--- src/rtl/wake_input_filter.sv ---
module wake_input_filter #(
  parameter int FILT_CYCLES = 16,
  parameter int SYNC_STAGES = 2
) (
  input  logic       clk,
  input  logic       rst_n,
  input  logic       pin_raw,
  input  logic [1:0] edge_mode,
  input  logic       active_mode,
  input  logic       sleep_mode,
  input  logic       other_wake_en,
  input  logic       flag_clr,
  output logic       bias_pu_en,
  output logic       bias_pd_en,
  output logic       level_stat,
  output logic       wake_flag,
  output logic       irq_req,
  output logic       wake_req
);

  localparam int CNT_W = $clog2(FILT_CYCLES + 1);
  localparam logic [CNT_W-1:0] CNT_LAST = CNT_W'(FILT_CYCLES - 1);

  logic [SYNC_STAGES-1:0] sync_q;
  logic [CNT_W-1:0]       run_cnt;
  logic                   filt_q;
  logic                   flag_q, irq_q, wake_q;

  wire sync_in  = sync_q[SYNC_STAGES-1];
  wire differs  = sync_in != filt_q;
  wire flip     = differs && (run_cnt == CNT_LAST);
  wire force_both = sleep_mode && !other_wake_en;
  wire [1:0] eff_mode = force_both ? 2'b11 : edge_mode;
  wire hit = flip && ((!filt_q && eff_mode[0]) || (filt_q && eff_mode[1]));

  always_ff @(posedge clk) begin
    if (!rst_n) sync_q <= '0;
    else        sync_q <= {sync_q[SYNC_STAGES-2:0], pin_raw};
  end

  always_ff @(posedge clk) begin
    if (!rst_n) begin
      run_cnt <= '0;
      filt_q  <= 1'b0;
    end else if (!differs) begin
      run_cnt <= '0;
    end else if (flip) begin
      run_cnt <= '0;
      filt_q  <= sync_in;
    end else begin
      run_cnt <= run_cnt + 1'b1;
    end
  end

  always_ff @(posedge clk) begin
    if (!rst_n) begin
      flag_q <= 1'b0;
      irq_q  <= 1'b0;
      wake_q <= 1'b0;
    end else begin
      flag_q <= hit || (flag_q && !flag_clr);
      irq_q  <= hit && active_mode;
      wake_q <= hit && sleep_mode;
    end
  end

  assign bias_pu_en = filt_q;
  assign bias_pd_en = !filt_q;
  assign level_stat = active_mode && filt_q;
  assign wake_flag  = flag_q;
  assign irq_req    = irq_q;
  assign wake_req   = wake_q;

  a_r2_flip_needs_full_run: assert property (@(posedge clk) disable iff (!rst_n)
    (filt_q != $past(filt_q)) |-> ($past(run_cnt) == CNT_LAST));

  a_r3_flip_follows_sync: assert property (@(posedge clk) disable iff (!rst_n)
    (filt_q != $past(filt_q)) |-> (filt_q == $past(sync_in)));

  a_r4_count_restarts: assert property (@(posedge clk) disable iff (!rst_n)
    (sync_in == filt_q) |=> (run_cnt == '0));

  a_r7_event_sets_flag: assert property (@(posedge clk) disable iff (!rst_n)
    hit |=> wake_flag);

  a_r7_flag_falls_on_clear: assert property (@(posedge clk) disable iff (!rst_n)
    $fell(wake_flag) |-> $past(flag_clr));

  a_r8_irq_in_active: assert property (@(posedge clk) disable iff (!rst_n)
    irq_req |-> ($past(active_mode) && wake_flag));

  a_r8_wake_in_sleep: assert property (@(posedge clk) disable iff (!rst_n)
    wake_req |-> ($past(sleep_mode) && wake_flag));

  a_r9_forced_both: assert property (@(posedge clk) disable iff (!rst_n)
    (flip && sleep_mode && !other_wake_en) |=> wake_flag);

endmodule

--- config.mk ---
export PLATFORM = sky130hd
export DESIGN_NAME = wake_input_filter
export DESIGN_NICKNAME = d
export VERILOG_FILES = /design/src/rtl/wake_input_filter.sv
export SDC_FILE = /design/constraint.sdc
export NUM_CORES = 1
export LEC_CHECK = 0
export BUFFER_PORTS_ARGS = -buffer_cell sky130_fd_sc_hd__buf_2
export CAP_MARGIN = 0
export CORE_MARGIN = 1.5
export CORE_UTILIZATION = 25
export CTS_BUF_LIST = sky130_fd_sc_hd__clkbuf_4 sky130_fd_sc_hd__clkbuf_8
export DETAILED_ROUTE_END_ITERATION = 16
export GPL_TIMING_DRIVEN = 0
export PLACE_DENSITY_LB_ADDON = 0.05
export SYNTH_ARGS = -nofsm -noshare
export SYNTH_HDL_FRONTEND = slang
export SYNTH_SLANG_ARGS = --single-unit
--- constraint.sdc ---
create_clock -name clk -period 2.66 [get_ports clk]
set_input_delay 0.532 -clock clk [delete_from_list [all_inputs] [get_ports clk]]
set_output_delay 0.532 -clock clk [all_outputs]
set_load 0.05 [all_outputs]
==> results.md <==
* Status: finished, final reports clean
* Resized Gates After CTS at 0
* Critical path class: reg -> out
* Core Util, Final at 0.349
* # hold bufs at CTS at 0
* Setup repair bufs after CTS at 0
* Initial drt markers at 2
* FF+latch count, synth at 11
* Sw frac at 0.200
* Clock Sinks at 11
* Hold slack at ~0.44 ns
* Final Wtd Congestion at 0.706
* First drt pass iteration count at 4
* Gr ovfl total at 0
* Syn Area/Cell at approximately 10 um2
* Core ar. at between 1500 and 2000 um2
* Crit path DAT at 1.12 ns
* H-Tree Depth at 1
* Die Wd at 43.9 um
* Hold Path Class: reg -> reg
* RSZ-0062 raised after global routing: no
* WP data required at around 2.1 ns
* Worst-Margin Slew at 0.420 ns
* Antenna Nets Post-Route at 0
* Fin crit share at 0.621
* PortBufs at 14
* Post-route minimum period at 1.65 ns
* Total chip power at 0.303 mW
* Syn Nets at 51
* Largest net degree at the start of global routing at 8
* Static leakage power at 0.235 nW
* I/O pins at 15
* Worst slew margin at 0.720
* CP Capture Type: output pin
* Via density per instance at 4.31
* Most frequent cells in the layout: 14 x buf_2, 11 x dfxtp_1, 5 x nor2_1
* Die Span Y at 43.9 um
* Post-synthesis sequential area ratio at 0.527
* Crit-path slowest cell: dfxtp_1
* Net count reported at finish at 70
* Switching power total at 0.0606 mW
* Starting Density at 0.271
* All-Layer GR Usage at 0.0965
* Initial antenna violation count at 0
* Reg clk slew, reported paths at about 0.070 ns
* Clock skew at 0.000476 ns
* # rows at 14
* Synth Instances at 40
* Fraction of layout cells with a size suffix above 1 at 0.362
* Pwr/cell area at 564 nW/um2
* Post-DR wirelength/cell at around 9.8 um
* TritonCTS clock tree: yes
* Max-capacitance violation count at 0
* Logic gate share of total power at 0.045
* Final setup TNS at 0 ns
* Final wirelength at approximately 730 um
* Flop pwr share at 0.552
* Antenna cells at 0
* Clock Tree Buf Depth at 2
* Pint at 0.243 mW
* Area grow syn2layout at 28.7%
* Leading cell type in the layout, fill and taps excluded: buf_2
* Final setup fails at 0
* Total vias in the final route at 319
* Placed cell count at 70
* Worst-path cell chain: and2_2 > buf_2
* Hold Fails Final Rpt at 0
* Clock Latency Late Sink at 0.26 ns
* Clock power share at 0.403
* Cts bufs inserted at 3
* CTS root buffer: clkbuf_4
* Finished Layout Cells at 74
* Die ar. at 1930 um2
* Syn. warnings at 0
* Peak Freq at 606 MHz
* Startpoint Class: flip-flop
* Cell variety after synth at 19
* Synth Cell Area at 418 um2
* Crit-path max FO at 7
* Drc violations at 0
* Worst path max stage delay at 0.44 ns
* Final-layout fill cell count at approximately 180
* First-pass GRT wire length at between 1000 and 1500 um
* Vias in the first global route at 278
* Slew Viols, Final at 0
* Max IR drop VDD at 0.250 mV
==> path summary, 6_finish.rpt <==
check	start	to	slack, ns	cells past startpoint
worst max-delay path	bias_pu_en$_SDFFE_PN0P_	level_stat	1.01	2
worst min-delay path	sync_q[0]$_SDFF_PN0_	sync_q[1]$_SDFF_PN0_	0.44	1
worst max register to register	run_cnt[0]$_SDFF_PP0_	run_cnt[2]$_SDFF_PP0_	1.13	5
worst min register to register	sync_q[0]$_SDFF_PN0_	sync_q[1]$_SDFF_PN0_	0.44	1
==> logic make-up (layout without fill, tap and decap cells) <==
logic type | after synthesis | in the layout | synth area share
multiplexers | 1 | 1 | 0.0240
XOR/XNOR | 3 | 3 | 0.0629
adder cells (fa/ha/maj) | 2 | 2 | 0.0599
AND/OR/NAND/NOR | 17 | 17 | 0.252
flip-flops | 11 | 11 | 0.527
buffers and inverters | 4 | 22 | 0.0359
AO/OA/AOI/OAI | 2 | 2 | 0.0389
==> through the flow <==
stage	setup WS [ns]	area [um2]
after floorplan	1.01	418
after global placement	1.12	508
after detailed placement	1.11	508
after CTS	0.986	538
after global routing	0.888	538
final	1.01	538
==> synth_stat cells <==
library cell   n  area [um2]
and2b_2        1        8.76
nor4b_1        2        17.5
nand2_1        1        3.75
ha_1           2        25.0
and2_2         1        7.51
nor2_1         5        18.8
xor2_1         1        8.76
or3b_4         1        11.3
and3_1         1        6.26
and2_1         2        12.5
inv_1          4        15.0
mux2i_1        1        10.0
xnor2_1        2        17.5
dfxtp_1       11         220
nand3b_1       1        7.51
nand3_1        1        5.00
o31ai_1        1        7.51
a221oi_1       1        8.76
nor2b_1        1        6.26
==> state kept, by name (all words and copies together), names as in the netlist <==
register	cells
wake_flag	1
wake_req	1
sync_q	2
run_cnt	5
bias_pu_en	1
irq_req	1
==> power by group through the flow <==
stage | Sequential (mW) | Clock, mW | Combinational, mW
final | 0.167 | 0.122 | 0.0136
after global routing | 0.167 | 0.144 | 0.0155
after CTS | 0.167 | 0.130 | 0.0139
after detailed placement | 0.171 | 0 | 0.0138
after global placement | 0.171 | 0 | 0.0132
after floorplan | 0.171 | 0 | 0.00624
==> metal layers <==
metal / up-vias / track usage / wire (um) / share of wire
met5: - / 0 / 0 / 0
met1: 139 / 0.130 / 390 / 0.54
li1: 169 / - / - / -
met3: 0 / 0.0542 / 63 / 0.087
met4: 0 / 0.0727 / 0 / 0
met2: 11 / 0.109 / 274 / 0.38
==> critical path, delay by kind of cell (launching register included) <==
kind                   cells  cell delay, ns
DFF                        1            0.44
buffers and inverters      1            0.25
and+or+nand+nor            1            0.17
==> area by class of cell <==
cell class / instances / area [um2] / share of cell area
well taps: 16 / 20.0 / 0.0372
clock buffers: 4 / 30.0 / 0.0558
multi-input cells: 25 / 183 / 0.340
inverters: 4 / 15.0 / 0.0279
flip-flops and latches: 11 / 220 / 0.409
repair buffers: 14 / 70.1 / 0.130
Power figures use the tool's default switching activity.
